===== src/rtl/mdio_ap_pkg.sv =====
package mdio_ap_pkg;

  localparam int ADDR_W  = 5;
  localparam int DATA_W  = 16;
  localparam int FRAME_W = 32;
  localparam int HALF_W  = 4;
  localparam int HDR_W   = 14;

  typedef enum logic [1:0] {
    RA_CTRL = 2'd0,
    RA_PHY  = 2'd1,
    RA_IRQ  = 2'd2
  } reg_addr_e;

  typedef struct packed {
    logic              pre_en;
    logic              rd;
    logic [ADDR_W-1:0] phyad;
    logic [ADDR_W-1:0] regad;
    logic [DATA_W-1:0] wdata;
    logic [2:0]        csel;
  } frame_req_t;

  function automatic logic [HALF_W-1:0] mdc_half(input logic [2:0] sel);
    logic [HALF_W-1:0] h;
    case (sel)
      3'd0: h = 4'd2;
      3'd1: h = 4'd3;
      3'd2: h = 4'd4;
      3'd3: h = 4'd5;
      3'd4: h = 4'd7;
      3'd5: h = 4'd10;
      3'd6: h = 4'd12;
      default: h = 4'd14;
    endcase
    return h;
  endfunction

  function automatic logic [FRAME_W-1:0] frame_word(input frame_req_t r);
    logic [1:0] op;
    logic [1:0] ta;
    op = r.rd ? 2'b10 : 2'b01;
    ta = r.rd ? 2'b11 : 2'b10;
    return {2'b01, op, r.phyad, r.regad, ta, (r.rd ? {DATA_W{1'b1}} : r.wdata)};
  endfunction

endpackage


===== src/rtl/mdio_mdc_gen.sv =====
module mdio_mdc_gen
  import mdio_ap_pkg::*;
(
  input  logic              clk,
  input  logic              rst_n,
  input  logic              en,
  input  logic [HALF_W-1:0] half,
  output logic              mdc,
  output logic              rise,
  output logic              fall
);
  logic [HALF_W-1:0] cnt_q;
  logic              mdc_q;
  logic              wrap;

  assign wrap = en && (cnt_q == half - 1'b1);
  assign rise = wrap && !mdc_q;
  assign fall = wrap && mdc_q;
  assign mdc  = mdc_q;

  always_ff @(posedge clk or negedge rst_n) begin
    if (!rst_n) begin
      cnt_q <= '0;
      mdc_q <= 1'b0;
    end else if (!en) begin
      cnt_q <= '0;
      mdc_q <= 1'b0;
    end else if (wrap) begin
      cnt_q <= '0;
      mdc_q <= ~mdc_q;
    end else begin
      cnt_q <= cnt_q + 1'b1;
    end
  end
endmodule


===== src/rtl/mdio_frame_engine.sv =====
module mdio_frame_engine
  import mdio_ap_pkg::*;
#(
  parameter int PRE_LEN = 32
) (
  input  logic              clk,
  input  logic              rst_n,
  input  logic              launch,
  input  frame_req_t        req,
  input  logic              mdio_i,
  output logic              mdc,
  output logic              mdio_o,
  output logic              mdio_oe,
  output logic              busy,
  output logic              done,
  output logic [DATA_W-1:0] rdata
);
  localparam int TOTAL_MAX = PRE_LEN + FRAME_W;
  localparam int CNT_W     = $clog2(TOTAL_MAX + 1);

  logic              busy_q;
  frame_req_t        cur_q;
  logic [CNT_W-1:0]  bitcnt_q;
  logic [DATA_W-1:0] shift_q;

  logic              rise, fall;
  logic [CNT_W-1:0]  pre_eff;
  logic [CNT_W-1:0]  fb_full;
  logic [4:0]        fb;
  logic              in_pre;
  logic              last_bit;
  logic              sample;
  logic [FRAME_W-1:0] fw;

  mdio_mdc_gen u_mdc (
    .clk  (clk),
    .rst_n(rst_n),
    .en   (busy_q),
    .half (mdc_half(cur_q.csel)),
    .mdc  (mdc),
    .rise (rise),
    .fall (fall)
  );

  assign pre_eff  = cur_q.pre_en ? CNT_W'(PRE_LEN) : '0;
  assign in_pre   = bitcnt_q < pre_eff;
  assign fb_full  = bitcnt_q - pre_eff;
  assign fb       = fb_full[4:0];
  assign last_bit = (bitcnt_q == pre_eff + CNT_W'(FRAME_W - 1));
  assign fw       = frame_word(cur_q);

  assign mdio_o  = busy_q && (in_pre || fw[5'd31 - fb]);
  assign mdio_oe = busy_q && (in_pre || !cur_q.rd || (fb < 5'(HDR_W)));
  assign sample  = busy_q && rise && cur_q.rd && !in_pre && (fb >= 5'(HDR_W + 2));
  assign done    = busy_q && fall && last_bit;
  assign busy    = busy_q;
  assign rdata   = shift_q;

  always_ff @(posedge clk or negedge rst_n) begin
    if (!rst_n) begin
      busy_q   <= 1'b0;
      cur_q    <= '0;
      bitcnt_q <= '0;
      shift_q  <= '0;
    end else if (!busy_q) begin
      if (launch) begin
        busy_q   <= 1'b1;
        cur_q    <= req;
        bitcnt_q <= '0;
      end
    end else begin
      if (sample) shift_q <= {shift_q[DATA_W-2:0], mdio_i};
      if (fall) begin
        if (last_bit) busy_q <= 1'b0;
        else          bitcnt_q <= bitcnt_q + 1'b1;
      end
    end
  end
endmodule


===== src/rtl/mdio_link_monitor.sv =====
module mdio_link_monitor
  import mdio_ap_pkg::*;
#(
  parameter int LINK_BIT = 2
) (
  input  logic              clk,
  input  logic              rst_n,
  input  logic              poll_done,
  input  logic [DATA_W-1:0] poll_data,
  input  logic              clr_req,
  output logic              irq_sts,
  output logic              link_q,
  output logic              set_evt
);
  logic link_new;

  assign link_new = poll_data[LINK_BIT];
  assign set_evt  = poll_done && (link_new != link_q);

  always_ff @(posedge clk or negedge rst_n) begin
    if (!rst_n) begin
      link_q  <= 1'b0;
      irq_sts <= 1'b0;
    end else begin
      if (set_evt) link_q <= link_new;
      if (set_evt)      irq_sts <= 1'b1;
      else if (clr_req) irq_sts <= 1'b0;
    end
  end
endmodule


===== src/rtl/mdio_autopoll_master.sv =====
module mdio_autopoll_master
  import mdio_ap_pkg::*;
#(
  parameter int PRE_LEN    = 32,
  parameter int POLL_REGAD = 1,
  parameter int LINK_BIT   = 2
) (
  input  logic        clk,
  input  logic        rst_n,
  input  logic        reg_we,
  input  logic [1:0]  reg_addr,
  input  logic [31:0] reg_wdata,
  output logic [31:0] reg_rdata,
  input  logic        mdio_i,
  output logic        mdc_o,
  output logic        mdio_o,
  output logic        mdio_oe,
  output logic        irq_o
);
  logic              mode_q, pr_q, ap_en_q, sup_q, rnw_q;
  logic [2:0]        csel_q;
  logic [ADDR_W-1:0] regad_q, phyad_q;
  logic [DATA_W-1:0] data_q;
  logic              sw_pend_q, sw_run_q, poll_run_q;

  logic              ctrl_wr, ctrl_wr_ok, start_accept;
  logic              eng_busy, eng_done, sw_launch, poll_launch;
  logic              busy_bit, clr_req, irq_set, link_q, irq_sts;
  logic [DATA_W-1:0] eng_rdata;
  frame_req_t        sw_req, poll_req, eng_req;

  assign ctrl_wr      = reg_we && (reg_addr == RA_CTRL);
  assign ctrl_wr_ok   = ctrl_wr && !sw_pend_q;
  assign start_accept = ctrl_wr_ok && reg_wdata[23] && !reg_wdata[28];
  assign clr_req      = reg_we && (reg_addr == RA_IRQ) && reg_wdata[0];

  assign sw_launch   = !eng_busy && sw_pend_q && !sw_run_q;
  assign poll_launch = !eng_busy && !sw_pend_q && ap_en_q;
  assign busy_bit    = eng_busy || sw_pend_q;

  assign sw_req   = '{pre_en: !sup_q, rd: rnw_q, phyad: phyad_q, regad: regad_q,
                      wdata: data_q, csel: csel_q};
  assign poll_req = '{pre_en: !sup_q, rd: 1'b1, phyad: phyad_q,
                      regad: ADDR_W'(POLL_REGAD), wdata: '0, csel: csel_q};
  assign eng_req  = sw_launch ? sw_req : poll_req;

  always_ff @(posedge clk or negedge rst_n) begin
    if (!rst_n) begin
      mode_q    <= 1'b0;
      pr_q      <= 1'b0;
      ap_en_q   <= 1'b0;
      csel_q    <= '0;
      sup_q     <= 1'b0;
      rnw_q     <= 1'b0;
      regad_q   <= '0;
      data_q    <= '0;
      sw_pend_q <= 1'b0;
    end else if (ctrl_wr_ok) begin
      mode_q    <= reg_wdata[30];
      pr_q      <= reg_wdata[29];
      ap_en_q   <= reg_wdata[28];
      csel_q    <= reg_wdata[26:24];
      sup_q     <= reg_wdata[22];
      rnw_q     <= reg_wdata[21];
      regad_q   <= reg_wdata[20:16];
      data_q    <= reg_wdata[15:0];
      sw_pend_q <= start_accept;
    end else if (eng_done && sw_run_q) begin
      sw_pend_q <= 1'b0;
      if (rnw_q) data_q <= eng_rdata;
    end
  end

  always_ff @(posedge clk or negedge rst_n) begin
    if (!rst_n) begin
      sw_run_q   <= 1'b0;
      poll_run_q <= 1'b0;
      phyad_q    <= '0;
    end else begin
      if (sw_launch)     sw_run_q <= 1'b1;
      else if (eng_done) sw_run_q <= 1'b0;
      if (poll_launch)   poll_run_q <= 1'b1;
      else if (eng_done) poll_run_q <= 1'b0;
      if (reg_we && (reg_addr == RA_PHY)) phyad_q <= reg_wdata[20:16];
    end
  end

  mdio_frame_engine #(.PRE_LEN(PRE_LEN)) u_eng (
    .clk    (clk),
    .rst_n  (rst_n),
    .launch (sw_launch || poll_launch),
    .req    (eng_req),
    .mdio_i (mdio_i),
    .mdc    (mdc_o),
    .mdio_o (mdio_o),
    .mdio_oe(mdio_oe),
    .busy   (eng_busy),
    .done   (eng_done),
    .rdata  (eng_rdata)
  );

  mdio_link_monitor #(.LINK_BIT(LINK_BIT)) u_link (
    .clk      (clk),
    .rst_n    (rst_n),
    .poll_done(eng_done && poll_run_q),
    .poll_data(eng_rdata),
    .clr_req  (clr_req),
    .irq_sts  (irq_sts),
    .link_q   (link_q),
    .set_evt  (irq_set)
  );

  assign irq_o = irq_sts;

  always_comb begin
    case (reg_addr)
      RA_CTRL: reg_rdata = {1'b0, mode_q, pr_q, ap_en_q, busy_bit, csel_q, sw_pend_q,
                            sup_q, rnw_q, regad_q, data_q};
      RA_PHY:  reg_rdata = {11'd0, phyad_q, 16'd0};
      RA_IRQ:  reg_rdata = {30'd0, link_q, irq_sts};
      default: reg_rdata = 32'd0;
    endcase
  end
endmodule


===== config.mk =====
export PLATFORM = sky130hd
export DESIGN_NAME = mdio_autopoll_master
export DESIGN_NICKNAME = d
export VERILOG_FILES = /design/src/rtl/mdio_ap_pkg.sv /design/src/rtl/mdio_mdc_gen.sv /design/src/rtl/mdio_frame_engine.sv /design/src/rtl/mdio_link_monitor.sv /design/src/rtl/mdio_autopoll_master.sv
export SDC_FILE = /design/constraint.sdc
export NUM_CORES = 1
export LEC_CHECK = 0
export BUFFER_PORTS_ARGS = -buffer_cell sky130_fd_sc_hd__buf_2
export CELL_PAD_IN_SITES_DETAIL_PLACEMENT = 0
export CELL_PAD_IN_SITES_GLOBAL_PLACEMENT = 1
export CORE_ASPECT_RATIO = 1.1
export CORE_MARGIN = 2
export CORE_UTILIZATION = 45
export CTS_BUF_LIST = sky130_fd_sc_hd__clkbuf_16
export CTS_CLUSTER_DIAMETER = 100
export DETAILED_ROUTE_END_ITERATION = 8
export PLACE_DENSITY_LB_ADDON = 0.1
export SETUP_SLACK_MARGIN = 0.1
export SLEW_MARGIN = 25
export SYNTH_ARGS = -nofsm -noshare
export SYNTH_HDL_FRONTEND = slang
export SYNTH_SLANG_ARGS = --single-unit

===== constraint.sdc =====
create_clock -name clk -period 4.99 [get_ports clk]
set_clock_uncertainty 0.1 [all_clocks]
set_input_delay 0.499 -clock clk [delete_from_list [all_inputs] [get_ports clk]]
set_output_delay 0.499 -clock clk [all_outputs]
set_load 0.05 [all_outputs]

======== After elaboration in Yosys (flattened, before gate mapping) ========
Index checks and enable logic that the tools add are counted.
storage, ports and cells
  bits in registers ....................... 99
  input bits .............................. 38
  word-level logic and storage cells ...... 132
cells by class
  $add $sub $neg .......................... 6
  order comparisons ....................... 4
  eq/ne operators ......................... 14
  multiplexer cells ....................... 31
  bitwise gates (word level) .............. 2
  reduce and logical (&&, ||, !) cells .... 50
operators by type and width
  cell                                                                    count
  31-bit case mux with 3 select lines                                     1
  16-bit 2-to-1 mux                                                       4
  30-bit 2-to-1 mux                                                       1
  7-bit 2-to-1 mux                                                        4
  4-bit case mux with 7 select lines                                      1
  1-bit logical AND                                                       25
  1-bit 2-to-1 mux                                                        15
  2-bit nonzero test                                                      6
  3-bit equality test (second input constant)                             3
  1-bit logical NOT                                                       8
  4-bit 2-to-1 mux                                                        2
  6-bit by 5-bit adder with 7-bit output (second input constant)          1
  7-bit by 1-bit adder with 7-bit output (second input constant)          1
  7-bit equality test                                                     1
  7-bit by 6-bit < comparator with 1-bit output                           1
  3-bit by 2-bit equality test with 1-bit output (second input constant)  2
  5-bit by 6-bit < comparator with 1-bit output (second input constant)   1
  6-bit 2-to-1 mux                                                        1
  2-bit inequality test (second input constant)                           3
  2-bit AND reduction                                                     3
  1-bit binary-select mux with 5-bit select                               1
  5-bit >= comparator (second input constant)                             1
  1-bit logical OR                                                        5
  5-bit by 4-bit < comparator with 1-bit output (second input constant)   1
  other kinds (14)                                                        15

======== Logic depth before layout (Yosys ltp) ========
Gate-level depths: netlist of run 1.
  depth in word-level cells ............... 11
  depth in mapped cells ................... 8
  gate-level depth less buffers ........... 7

======== Hierarchy ========
A second synthesis of run 1 with hierarchy kept.
unflattened totals
  cell total of the unflattened synthesis .. 448
  area, all modules ....................... 4991.0 µm²
by module, submodules not included
  module                times used  cells each  area each (µm²)  sequential area each (µm²)
  mdio_frame_engine     1           196         2570.0           1376.3
  mdio_autopoll_master  1           214         2014.4           925.9
  mdio_mdc_gen          1           31          317.8            125.1
  mdio_link_monitor     1           7           88.8             50.0

======== Worst setup path after synthesis of run 1 ========
Ideal clock, no wire load.
  kind .................................... reg-to-output
  start ................................... register u_eng.bitcnt_q[1]
  end ..................................... output mdio_o
  arrival time ............................ 1958 ps
  required time ........................... 4391 ps
  path slack .............................. 2433 ps
  cell stages (with the launch flop) ...... 7
  buffers on the path ..................... 1
  cells stage by stage .................... dfrtp_1 clkbuf_1 mux4_2 nand2_1 o211ai_1 o211ai_1 a21oi_1
on the way
  cells in the longest elaborated chain, start to end .. 6
  elaborated cells between the ends (all ways) .. 7
  those cells by class .................... add/sub: 2; order compare: 1; mux: 2; reduce/logical: 2
ends and longest elaborated chain
  what                                       RTL line                    RTL
  start: declaration                         mdio_frame_engine.sv:23     logic [CNT_W-1:0] bitcnt_q;
  start signal: assignment                   mdio_frame_engine.sv:75     else bitcnt_q <= bitcnt_q + 1'b1;
  5-bit subtractor                           mdio_frame_engine.sv:47     assign fb_full = bitcnt_q - pre_eff;
  5-bit subtractor                           mdio_frame_engine.sv:52     assign mdio_o = busy_q && (in_pre || fw[5'd31 - fb]);
  1-bit binary-select mux with 5-bit select  mdio_frame_engine.sv:52
  1-bit 2-to-1 mux (implied by the code)     mdio_frame_engine.sv:52
  1-bit logical OR (*)                       mdio_frame_engine.sv:52
  1-bit logical AND (*)                      mdio_frame_engine.sv:52
  end: declaration                           mdio_autopoll_master.sv:16  output logic mdio_o,
Mark *: on every way between the ends. The rest lies on a longest branch, timed or not. The select of a mux whose other input is x is not followed.

======== Final worst setup path of run 1 ========
Ends and elaborated chain as after synthesis.

==> results of run 1 <==
critical path, delay by kind of cell, from the launching register on:
kind,cells,cell delay [ns]
AO/OA/AOI/OAI,2,0.53
multiplexers,2,0.84
flip-flops,1,0.66
buffers and inverters,1,0.23
layout by cell type (no fill, tap or decap), types with 6 or more instances in the layout:
master,synthesis,layout
a221o_1,16,16
and2_1,41,41
o21ai_0,9,9
dfrtp_1,99,99
nor2_1,18,18
buf_4,1,8
mux2_2,38,38
clkbuf_16,0,9
buf_2,3,69
mux2i_1,10,10
a22o_1,21,21
o211ai_1,6,6
nand2_1,41,41
stage by stage:
stage	total power, uW	area, um2
2_1_floorplan	1220	4740
3_3_place_gp	1320	5220
3_5_place_dp	1330	5220
4_1_cts	2080	5530
5_1_grt	2150	5540
6_report	2050	5540
state kept, by name (all words and copies together), names as in the netlist:
name and flops:
ap_en_q 1, csel_q 3, data_q 16, mode_q 1
phyad_q 5, poll_run_q 1, pr_q 1, regad_q 5
rnw_q 1, sup_q 1, sw_pend_q 1, sw_run_q 1
u_eng.bitcnt_q 7, u_eng.busy 1, u_eng.cur_q 31, u_eng.rdata 16
u_eng.u_mdc.cnt_q 4, u_eng.u_mdc.mdc 1, u_link.irq_sts 1, u_link.link_q 1
Yosys cell counts (2+ instances only):
| library cell | count |
|---|---|
| dfrtp_1 | 99 |
| and2_1 | 41 |
| nand2_1 | 41 |
| mux2_2 | 38 |
| a22o_1 | 21 |
| clkbuf_1 | 20 |
| nor2_1 | 18 |
| a221o_1 | 16 |
| mux2i_1 | 10 |
| o21ai_0 | 9 |
| o211ai_1 | 6 |
| a21oi_1 | 5 |
| mux4_2 | 5 |
| nand3_1 | 5 |
| ha_1 | 4 |
| inv_1 | 4 |
| nand4_1 | 4 |
| nor3_1 | 4 |
| and3_1 | 3 |
| buf_1 | 3 |
| buf_2 | 3 |
| nand3b_1 | 3 |
| nor2b_1 | 3 |
| or4_1 | 3 |
| xnor2_1 | 3 |
| xor2_1 | 3 |
| a21o_1 | 2 |
| a31oi_1 | 2 |
| nand2b_1 | 2 |
| o31a_1 | 2 |
| o31ai_1 | 2 |
| o31ai_2 | 2 |
cells by family (layout without fill, tap and decap cells):
family,Yosys count,after routing
mux,53,53
xor+xnor,7,7
flops,99,99
other cells,1,1
buf+inv,32,96
fa+ha+maj,4,4
simple gates,136,136
compound gates,77,77
power groups by stage:
stage | logic (uW) | registers (uW) | clock network (uW)
after global placement | 350 | 972 | 0
after global routing | 396 | 972 | 786
after detailed placement | 356 | 975 | 0
final | 354 | 957 | 744
after floorplan | 292 | 929 | 0
after CTS | 358 | 959 | 759
metal layers:
layer | GRT usage [%] | vias up | share of wire [%]
li1 | - | 1599 | -
met5 | 0 | - | 0
met3 | 2.45 | 11 | 2.5
met4 | 7.47 | 0 | 1.6
met2 | 30.4 | 49 | 48
met1 | 28.2 | 1693 | 48
area by class of cell:
type | instances | area (um2) | area share [%]
multi-input combinational | 278 | 2150 | 38.8
tap | 143 | 179 | 3.23
inverter | 4 | 15.0 | 0.271
clock buffer | 9 | 225 | 4.07
timing repair buffer | 77 | 405 | 7.32
sequential | 99 | 2480 | 44.7
clock inverter | 6 | 90.1 | 1.63
how the worst max path moves through the flow:
stage / endpoint / slack [ns] / cells after the start
floorplan: mdio_o / 2.43 / 6
CTS: mdio_o / 1.73 / 5
finish: mdio_o / 1.79 / 5
global route: mdio_o / 1.58 / 5
detailed placement: mdio_o / 2.11 / 5
global placement: mdio_o / 2.08 / 5
==> summary.txt, run 1 <==
Run status
  • Outcome: finished clean

Worst setup path
  • Crit path launch: u_eng.bitcnt_q[1]$_DFFE_PN0P_
  • Crit-path max cell delay: 0.66 ns
  • CP Capture Type: output pin
  • Critical-path top delay cell: dfrtp_1
  • RR Endpoint: data_q[7]$_DFFE_PN0P_
  • Worst-path fanout max: 14
  • Critical path arrival: 2.60 ns
  • RR Startpoint: u_eng.bitcnt_q[1]$_DFFE_PN0P_
  • CP Cell Sequence: mux4_2 > mux2_2 > a2111oi_0 > a21oi_1 > buf_2
  • Req. time, crit path: 4.39 ns
  • Reg-to-reg slack, setup: 2.34 ns
  • Worst r2r path cells: 5
  • Startpoint types: flop
  • Critical path type: flop to output pin

Power
  • Logic pwr share: 17.2%
  • Sw frac: 29.6%
  • LEAKAGE: 0.00267 uW
  • Seq pwr share: 46.6%
  • Max VDD drop: 173 uV
  • Pint: 1450 uW
  • Clock power frac: 36.2%
  • P_sw: 608 uW
  • Pwr/cell area: 371 mW/mm2

Logic synthesis
  • Syn Inst Count: 409
  • Xor/xnor cell area share of the yosys netlist: 1.45%
  • Register bit count reported by yosys: 99
  • Seq/Total Area, Yosys: 52.2%
  • Post-Synth Simple-Gate Area: 15.4%
  • Post-synthesis compound-gate area fraction: 13.4%
  • Largest cells by area after synthesis: dfrtp_1, mux2_2, and2_1, a22o_1, a221o_1
  • Adder-cell share of the synthesized area: 1.05%
  • Synth Warn #: 0
  • Synth Area per Inst: 11.6 um2
  • Distinct cells, synth: 55
  • Synth area leader: dfrtp_1
  • Main synth FF type: dfrtp_1
  • Syn nets: 451
  • Top cell type's share of synthesized area: 52.2%
  • Post-synthesis instance area: 0.00474 mm2
  • Post-synthesis mux area share: 13.5%
  • Number of flops mapped to enable cells by yosys: 0
  • Asr flop ratio synth: 100%
  • Largest family of logic cells by synthesized area: simple AND/OR/NAND/NOR gates

Die
  • Initial core utilization: 45.9%
  • Area of the die: 0.0114 mm2
  • Die X: 102 um
  • Die height: 112 um
  • I/O Pins: 74
  • Core ar.: 0.0103 mm2
  • Std cell rows: 39

Routing
  • Final WL: 10.3 mm
  • DRC: 0
  • Avg WL per Cell: 16.7 um
  • Final ANT Viol Nets: 0
  • Vias per cell: 5.44
  • DRT Pass-1 Iters: 4
  • Drt initial violations: 147
  • Vias: 3352

Clock network
  • CTS tree: done
  • CTS Hold Bufs: 0
  • Postcts setup bufs: 0
  • Maximum clock path buffer count: 2
  • Post-CTS sizing: 0
  • Clock slew at reported path FFs: 0.06 ns
  • Root buffer cell: clkbuf_16
  • Clock sinks: 99
  • Total CTS buffers: 9
  • Clock Latency Late Sink: 0.34 ns
  • CTS H-tree lvls: 3

Timing
  • RSZ-0062 raised after global routing: no
  • Final setup vio count: 0
  • Worst-margin pin slew: 0.904 ns
  • Setup TNS: 0 ns
  • Final Hold Fails: 0
  • Peak Freq: 0.312 GHz
  • Final worst path period need: 3.20 ns
  • Final period util: 64.2%
  • Slew Limit Headroom: 39.7%
  • Hold WS: 0.0334 ns
  • Fin. max-slew vios: 0
  • Setup WS post-layout: 1.79 ns

Finish
  • # fillers: 987
  • Layout cell share with drive strength beyond 1: 31.1%
  • # diodes: 0
  • Layout area overhead: 16.7%
  • Final nets: 511
  • Final core utilization: 53.5%
  • Non-filler instance count after layout: 616

Placed design
  • Inst Count DP: 600
  • Detail Placement HPWL: 6.94 mm
  • Placement Setup Slack: 2.11 ns
  • GPL Wtd Cong: 0.820
  • IO Port Bufs: 70

Global routing
  • Remaining Overflow, GRT: 0
  • Initial antenna violation count: 0
  • Vias in the first global route: 3352
  • Largest net degree at the start of global routing: 58
  • First-pass GRT wire length: 17.3 mm
  • GRT Total Usage: 19.6%

Worst hold path
  • Hold Path Class: input pin to asynchronous set/reset pin

Job
  • Max Cap Violations: 0
No activity file was read; power rests on OpenSTA's default activity.
==> run 2, diff against run 1 <==
--- a/config.mk
+++ b/config.mk
@@ -5,12 +5,13 @@
 export SDC_FILE = /design/constraint.sdc
 export NUM_CORES = 1
 export LEC_CHECK = 0
+export ABC_AREA = 1
 export BUFFER_PORTS_ARGS = -buffer_cell sky130_fd_sc_hd__buf_2
 export CELL_PAD_IN_SITES_DETAIL_PLACEMENT = 0
 export CELL_PAD_IN_SITES_GLOBAL_PLACEMENT = 1
 export CORE_ASPECT_RATIO = 1.1
 export CORE_MARGIN = 2
-export CORE_UTILIZATION = 45
+export CORE_UTILIZATION = 43
 export CTS_BUF_LIST = sky130_fd_sc_hd__clkbuf_16
 export CTS_CLUSTER_DIAMETER = 100
 export DETAILED_ROUTE_END_ITERATION = 8
==> constraint.sdc (replaced) <==
create_clock -name clk -period 3 [get_ports clk]
set_clock_uncertainty 0.1 [all_clocks]
set_input_delay 0.3 -clock clk [delete_from_list [all_inputs] [get_ports clk]]
set_output_delay 0.3 -clock clk [all_outputs]
set_load 0.05 [all_outputs]
==> run 2 against run 1 <==
  * Non-clock buffer count is the same
  * Die area grew 11%
  * Sequential cell count is the same
  * Power grew 90%
  * Worst hold slack gained 0.026 ns
  * Worst setup slack lost 1.4 ns
  * Via count grew 25%
  * Register-to-register slack lost 1.7 ns
  * Synthesized cell count grew 50%
  * Highest routed layer unchanged
==> summary.txt, run 2 <==
Run status
  • Outcome: finished clean

Worst setup path
  • Reg-to-reg slack, setup: 0.66 ns (-1.68 ns)
  • Worst-path fanout max: 19 (+5)
  • CP Cell Sequence: buf_4 > a21oi_1 > o21ai_0 > o21ai_0 > nand2_1 > nand3_1 > nand2_1 > nand2_1 > a21oi_1 > buf_2
  • Largest delay contributor family on the critical path: flip-flops
  • CP Capture Type: output pin
  • Critical-path top delay cell: dfrtp_1
  • Crit path buf inv count: 2 (+1)
  • Most used cell, CP: nand2_1
  • Critical path arrival: 2.25 ns (-0.35 ns)
  • Crit-path max cell delay: 0.60 ns (-0.06 ns)
  • Critical path type: flop to output pin
  • Startpoint types: flop
  • Req. time, crit path: 2.60 ns (-1.79 ns)

Power
  • Max VDD drop: 335 uV (+94%)
  • Pwr/cell area: 678 mW/mm2 (+83%)
  • LEAKAGE: 0.00290 uW (+8.3%)

Finish
  • Most frequent cells in the layout: nand2_1, dfrtp_1, inv_1
  • Final nets: 714 (+40%)
  • Multi-input logic area: 0.00210 mm2 (-2.1%)
  • # diodes: 0 (unchanged)
  • Most common cell after layout, fill and taps aside: nand2_1
  • Layout cell share with drive strength beyond 1: 22.2% (-8.9 points)
  • Reg with most FFs: u_eng.cur_q
  • FF+latch area: 0.00248 mm2 (unchanged)
  • Layout area overhead: 13.6%
  • # fillers: 1200 (+22%)
  • Max FFs per register: 31 (unchanged)

Logic synthesis
  • Seq/Total Area, Yosys: 48.9% (-3.4 points)
  • Post-synth top cells: nand2_1, dfrtp_1, inv_1
  • Distinct cells, synth: 40 (-27%)
  • Post-synthesis instance area: 0.00507 mm2 (+6.9%)
  • Synth Warn #: 0 (unchanged)
  • Largest cells by area after synthesis: dfrtp_1, nand2_1, o21ai_0, inv_1, nand3_1
  • Number of flops mapped to enable cells by yosys: 0 (unchanged)
  • Main synth FF type: dfrtp_1
  • Register bit count reported by yosys: 99 (unchanged)
  • Asr flop ratio synth: 100% (unchanged)
  • Synth area leader: dfrtp_1
  • Syn nets: 655 (+45%)
  • Top cell type's share of synthesized area: 48.9% (-3.4 points)
  • Most frequent cell after synthesis: nand2_1
  • Syn Inst Count: 613 (+50%)
  • Synth Area per Inst: 8.27 um2 (-29%)

Timing
  • Worst-margin pin slew: 0.637 ns (-0.267 ns)
  • Setup WS post-layout: 0.350 ns (-1.44 ns)
  • Fin. max-slew vios: 0 (unchanged)
  • Final Hold Fails: 0 (unchanged)
  • Peak Freq: 0.377 GHz
  • Slew Limit Headroom: 57.5% (+18 points)
  • Final setup vio count: 0 (unchanged)
  • Final worst path period need: 2.65 ns
  • RSZ-0062 raised after global routing: no
  • Setup TNS: 0 ns (unchanged)
  • Final period util: 88.3%

Clock network
  • Root buffer cell: clkbuf_16
  • Total CTS buffers: 9 (unchanged)
  • Clock Latency Late Sink: 0.34 ns (about the same)
  • Post-CTS sizing: 0 (unchanged)
  • CTS tree: done
  • CTS H-tree lvls: 3 (unchanged)
  • Clock sinks: 99 (unchanged)
  • Clock slew at reported path FFs: 0.07 ns (about the same)
  • Maximum clock path buffer count: 2 (unchanged)

Placed design
  • Detail Placement HPWL: 8.63 mm (+24%)
  • IO Port Bufs: 70 (unchanged)
  • Placement Setup Slack: 0.612 ns (-1.49 ns)
  • GPL Wtd Cong: 0.823 (+0.43%)

Die
  • Initial core utilization: 44.1% (-1.7 points)
  • I/O Pins: 74 (unchanged)
  • Die X: 108 um (+5.5%)
  • Die height: 118 um (+5.5%)
  • Area of the die: 0.0127 mm2 (+11%)
  • Std cell rows: 41 (+5.1%)
  • Core ar.: 0.0115 mm2 (+11%)

Routing
  • Vias per cell: 5.05 (-7.2%)
  • DRC: 0 (unchanged)
  • Avg WL per Cell: 14.4 um (-14%)
  • Vias: 4176 (+25%)
  • Final ANT Viol Nets: 0 (unchanged)
  • DRT Pass-1 Iters: 5 (+1)
  • Drt initial violations: 225 (+53%)
  • Final WL: 11.9 mm (+16%)

Global routing
  • Largest net degree at the start of global routing: 60 (+3.4%)
  • First-pass GRT wire length: 20.0 mm (+16%)
  • Remaining Overflow, GRT: 0 (unchanged)
  • Vias in the first global route: 4132 (+23%)
  • Initial antenna violation count: 0 (unchanged)
  • GRT Total Usage: 19.8% (+0.25 points)

Job
  • Max Cap Violations: 0 (unchanged)

Worst hold path
  • Hold Path Class: input pin to flop
==> run 2: final cells by class <==
type                            count  share of cell area, %
Clock buffer                        9                   3.91
Clock inverter                      7                  0.608
Inverter                           83                   5.43
Multi-Input combinational cell    402                   36.5
Sequential cell                    99                   43.0
Tap cell                          150                   3.26
Timing Repair Buffer               77                   7.30
==> run 2: report_power, final <==
group | internal, uW | switching (uW)
combinational | 362 | 752
clock | 552 | 507
sequential | 1530 | 197
==> run 2: kinds of logic (layout without fill, tap and decap cells) <==
kind of cell	after synthesis	after routing	synth area share [%]
AO/OA/AOI/OAI	120	120	13.3
XOR/XNOR	6	6	1.04
adder cells (fa/ha/maj)	4	4	0.987
buffers and inverters	112	176	9.67
flip-flops	99	99	48.9
multiplexers	4	4	0.888
other	1	1	0.0740
AND/OR/NAND/NOR	267	267	25.2
==> run 2: layer usage <==
metal,up-vias,track usage (%),share of wire (%)
met4,0,6.41,1.5
met5,-,0,0
met3,15,3.16,3.2
li1,2067,-,-
met1,2021,27.1,46
met2,73,32.1,49
==> run 2: timing repair <==
action / 4_1_cts / 5_1_grt
hold buffers: 1 / 0
setup endpoints to repair: 0 / 0
endpoints found under the hold margin: 40 / 0
setup buffers: 0 / 0
==> run 2: final timing paths <==
kind | start | depth (start not counted) | end
hold / removal | mdio_i | 3 | u_eng.rdata[0]$_DFFE_PN0P_
min in group asynchronous | rst_n | 2 | u_eng.cur_q[0]$_DFFE_PN0P_
setup / recovery | u_eng.bitcnt_q[0]$_DFFE_PN0P_ | 10 | mdio_o
max in group asynchronous | rst_n | 3 | u_eng.bitcnt_q[0]$_DFFE_PN0P_
hold reg to reg | u_eng.cur_q[28]$_DFFE_PN0P_ | 2 | u_eng.cur_q[28]$_DFFE_PN0P_
setup reg to reg | u_eng.bitcnt_q[0]$_DFFE_PN0P_ | 7 | u_eng.bitcnt_q[2]$_DFFE_PN0P_
==> run 2: per-stage QoR <==
step / total power (uW) / hold WS (ns) / area, um2 / instances / utilization [%]
after floorplan: 2590 / -0.0956 / 5070 / 613 / -
after global placement: 2860 / 0.231 / 5490 / 810 / 47.8
after detailed placement: 2880 / 0.230 / 5490 / 810 / 47.8
after CTS: 3940 / 0.0584 / 5760 / 827 / 50.1
after global routing: 4160 / 0.0751 / 5760 / 827 / 50.1
final: 3900 / 0.0595 / 5760 / 827 / 50.1
==> run 2: worst register-to-register path, cell delays in order, from the launching register on <==
cell	delay (ns)
dfrtp_1	0.60
ha_1	0.35
nand3_4	0.11
nor3b_4	0.36
nand2_1	0.12
nand2_1	0.30
inv_1	0.13
o21ai_0	0.19
==> run 3, diff against run 2 <==
--- a/config.mk
+++ b/config.mk
@@ -9,13 +9,15 @@
 export BUFFER_PORTS_ARGS = -buffer_cell sky130_fd_sc_hd__buf_2
 export CELL_PAD_IN_SITES_DETAIL_PLACEMENT = 0
 export CELL_PAD_IN_SITES_GLOBAL_PLACEMENT = 1
-export CORE_ASPECT_RATIO = 1.1
+export CORE_ASPECT_RATIO = 0.75
 export CORE_MARGIN = 2
 export CORE_UTILIZATION = 43
 export CTS_BUF_LIST = sky130_fd_sc_hd__clkbuf_16
 export CTS_CLUSTER_DIAMETER = 100
 export DETAILED_ROUTE_END_ITERATION = 8
+export HOLD_SLACK_MARGIN = 0.12
 export PLACE_DENSITY_LB_ADDON = 0.1
+export RECOVER_POWER = 100
 export SETUP_SLACK_MARGIN = 0.1
 export SLEW_MARGIN = 25
 export SYNTH_ARGS = -nofsm -noshare
==> run 3 against run 2 <==
  * Via count about the same
  * Largest cell class unchanged
  * Cell count up 3.3%
  * Utilization up 0.13 points
  * Maximum frequency up 3.6%
  * Routed wire length up 2.4%
  * Worst setup slack better by 0.093 ns
  * Die area about the same
  * Clock power up 6%
  * Critical endpoint unchanged
  * First-iteration DRC count up 21%
==> summary.txt, run 3 (synthesis gave the netlist of run 2 again) <==
Run status
  • Outcome: finished clean

Clock network
  • Total CTS buffers: 9 (unchanged)
  • Clock Latency Late Sink: 0.35 ns (about the same)
  • Maximum clock path buffer count: 2 (unchanged)
  • CTS tree: done
  • Postcts setup bufs: 0 (unchanged)
  • Root buffer cell: clkbuf_16
  • Clock slew at reported path FFs: 0.08 ns (about the same)
  • CTS H-tree lvls: 3 (unchanged)
  • Clock sinks: 99 (unchanged)

Worst setup path
  • CP Capture Type: output pin
  • Critical path type: flop to output pin
  • Crit-path max cell delay: 0.51 ns (-0.09 ns)
  • Worst-path fanout max: 17 (-2)
  • Crit path buf inv count: 1 (-1)
  • Critical path arrival: 2.16 ns (-0.09 ns)
  • CP Cell Sequence: ha_1 > nand2_1 > o21ai_0 > a21oi_1 > nand2_1 > nand3_1 > a21oi_1 > a21oi_1 > clkbuf_2
  • Startpoint types: flop
  • Critical-path top delay cell: dfrtp_2
  • Most used cell, CP: a21oi_1
  • Largest delay contributor family on the critical path: flip-flops
  • Req. time, crit path: 2.60 ns (about the same)

Routing
  • Avg WL per Cell: 14.3 um (-0.81%)
  • Final ANT Viol Nets: 0 (unchanged)
  • DRC: 0 (unchanged)
  • Drt initial violations: 272 (+21%)
  • Final WL: 12.2 mm (+2.4%)
  • Vias per cell: 4.89 (-3.2%)
  • Vias: 4174 (-0.048%)
  • DRT Pass-1 Iters: 6 (+1)

Finish
  • # fillers: 1155 (-3.8%)
  • Non-filler instance count after layout: 854 (+3.3%)
  • Layout cell share with drive strength beyond 1: 13.9% (-8.3 points)
  • Reg with most FFs: u_eng.cur_q
  • Max FFs per register: 31 (unchanged)
  • Layout area overhead: 14.3%
  • Final nets: 729 (+2.1%)
  • Most frequent cells in the layout: nand2_1, dfrtp_1, inv_1
  • # diodes: 0 (unchanged)
  • Most common cell after layout, fill and taps aside: nand2_1

Placed design
  • Inst Count DP: 822 (+1.5%)
  • IO Port Bufs: 70 (unchanged)
  • Detail Placement HPWL: 8.75 mm (+1.4%)
  • GPL Wtd Cong: 0.850 (+3.3%)

Timing
  • Final setup vio count: 0 (unchanged)
  • RSZ-0062 raised after global routing: no
  • Final Hold Fails: 0 (unchanged)
  • Worst-margin pin slew: 1.46 ns (+0.822 ns)
  • Setup TNS: 0 ns (unchanged)
  • Slew Limit Headroom: 2.74% (-55 points)
  • Final period util: 85.2% (-3.1 points)
  • Fin. max-slew vios: 0 (unchanged)
  • Peak Freq: 0.391 GHz (+3.6%)
  • Final worst path period need: 2.56 ns (-0.0929 ns)

Power
  • Pint: 2460 uW (+0.47%)
  • LEAKAGE: 0.00276 uW (-4.7%)
  • Logic pwr share: 27.3% (-1.2 points)
  • Max VDD drop: 278 uV (-17%)
  • P_sw: 1480 uW (+1.8%)
  • Seq pwr share: 44.3% (about the same)
  • Clock power frac: 28.5% (+1.4 points)
  • Sw frac: 37.6% (+0.30 points)
  • Pwr/cell area: 680 mW/mm2 (+0.37%)

Die
  • Core ar.: 0.0115 mm2 (+0.33%)
  • I/O Pins: 74 (unchanged)
  • Std cell rows: 34 (-17%)
  • Area of the die: 0.0127 mm2 (about the same)
  • Initial core utilization: 44.0% (-0.14 points)
  • Die height: 98.0 um (-17%)
  • Die X: 129 um (+20%)

Global routing
  • GRT Total Usage: 20.5% (+0.67 points)
  • First-pass GRT wire length: 20.6 mm (+2.8%)
  • Vias in the first global route: 4043 (-2.2%)
  • Remaining Overflow, GRT: 0 (unchanged)
  • Largest net degree at the start of global routing: 59 (-1.7%)
  • Initial antenna violation count: 0 (unchanged)

Job
  • Max Cap Violations: 0 (unchanged)

Worst hold path
  • Hold Path Class: input pin to flop
run 3: changes by cell type in the layout (fill, tap and decap cells not counted), sizes merged:
| cell | change |
|---|---|
| dlygate4sd3 | +15 |
| clkbuf | +40 |
| inv | +3 |
| buf | -40 |
| clkinv | -3 |
run 3: final cells by class:
type | instances | area (um2) | share of cell area [%]
inverters | 83 | 313 | 5.40
multi-input cells | 402 | 2010 | 34.7
repair buffers | 92 | 504 | 8.70
clock buffers | 9 | 225 | 3.89
well taps | 162 | 203 | 3.50
clock inverters | 7 | 57.6 | 0.993
flip-flops and latches | 99 | 2480 | 42.8
run 3: worst paths after layout:
path                            cells after the start                     startpoint                            end  slack (ns)
worst max-delay path                                9  u_eng.bitcnt_q[0]$_DFFE_PN0P_                         mdio_o        0.44
worst min-delay path                                4                   reg_wdata[0]     u_link.irq_sts$_DFFE_PN0P_        0.17
worst max register to register                     11     u_eng.cur_q[0]$_DFFE_PN0P_     u_eng.rdata[6]$_DFFE_PN0P_        0.47
worst min register to register                      2         poll_run_q$_DFFE_PN0P_         poll_run_q$_DFFE_PN0P_        0.38
max in group asynchronous                           3                          rst_n     u_eng.rdata[5]$_DFFE_PN0P_        0.64
min in group asynchronous                           2                          rst_n  u_eng.bitcnt_q[6]$_DFFE_PN0P_        0.74
run 3: power by group through the flow:
| stage | logic [uW] | clock network, uW | registers [uW] |
|---|---|---|---|
| after floorplan | 902 | 0 | 1690 |
| after global placement | 1090 | 0 | 1760 |
| after detailed placement | 1120 | 0 | 1770 |
| after CTS | 1140 | 1140 | 1750 |
| after global routing | 1220 | 1200 | 1780 |
| final | 1070 | 1120 | 1750 |
run 3: timing repair:
| item | in CTS | in global routing |
|---|---|---|
| endpoints found under the hold margin | 76 | 0 |
| resized for setup | 0 | 1 |
| hold buffers | 16 | 0 |
| setup endpoints to repair | 0 | 1 |
run 3: metrics by stage:
stage | area [um2] | worst slack, ns | hold slack, ns | power, uW | util [%]
after floorplan | 5070 | 0.703 | -0.0956 | 2590 | -
after global placement | 5510 | 0.663 | 0.324 | 2850 | 47.8
after detailed placement | 5510 | 0.611 | 0.328 | 2890 | 47.8
after CTS | 5950 | 0.311 | 0.168 | 4020 | 51.6
after global routing | 5790 | 0.192 | 0.198 | 4210 | 50.3
final | 5790 | 0.443 | 0.169 | 3940 | 50.3
run 3: metal layers:
layer,track usage [%],part of all wire (%),up-vias,wire [um]
met4,4.01,0.66,0,80
met5,0,0,-,0
met3,4.44,3.5,8,430
met1,32.3,55,1977,6640
li1,-,-,2105,-
met2,29.0,41,84,5030
run 3: worst min-delay path: stages:
cell and delay, ns:
buf_2 0.11, nand2_1 0.05, o21ai_0 0.07, nand2_1 0.06
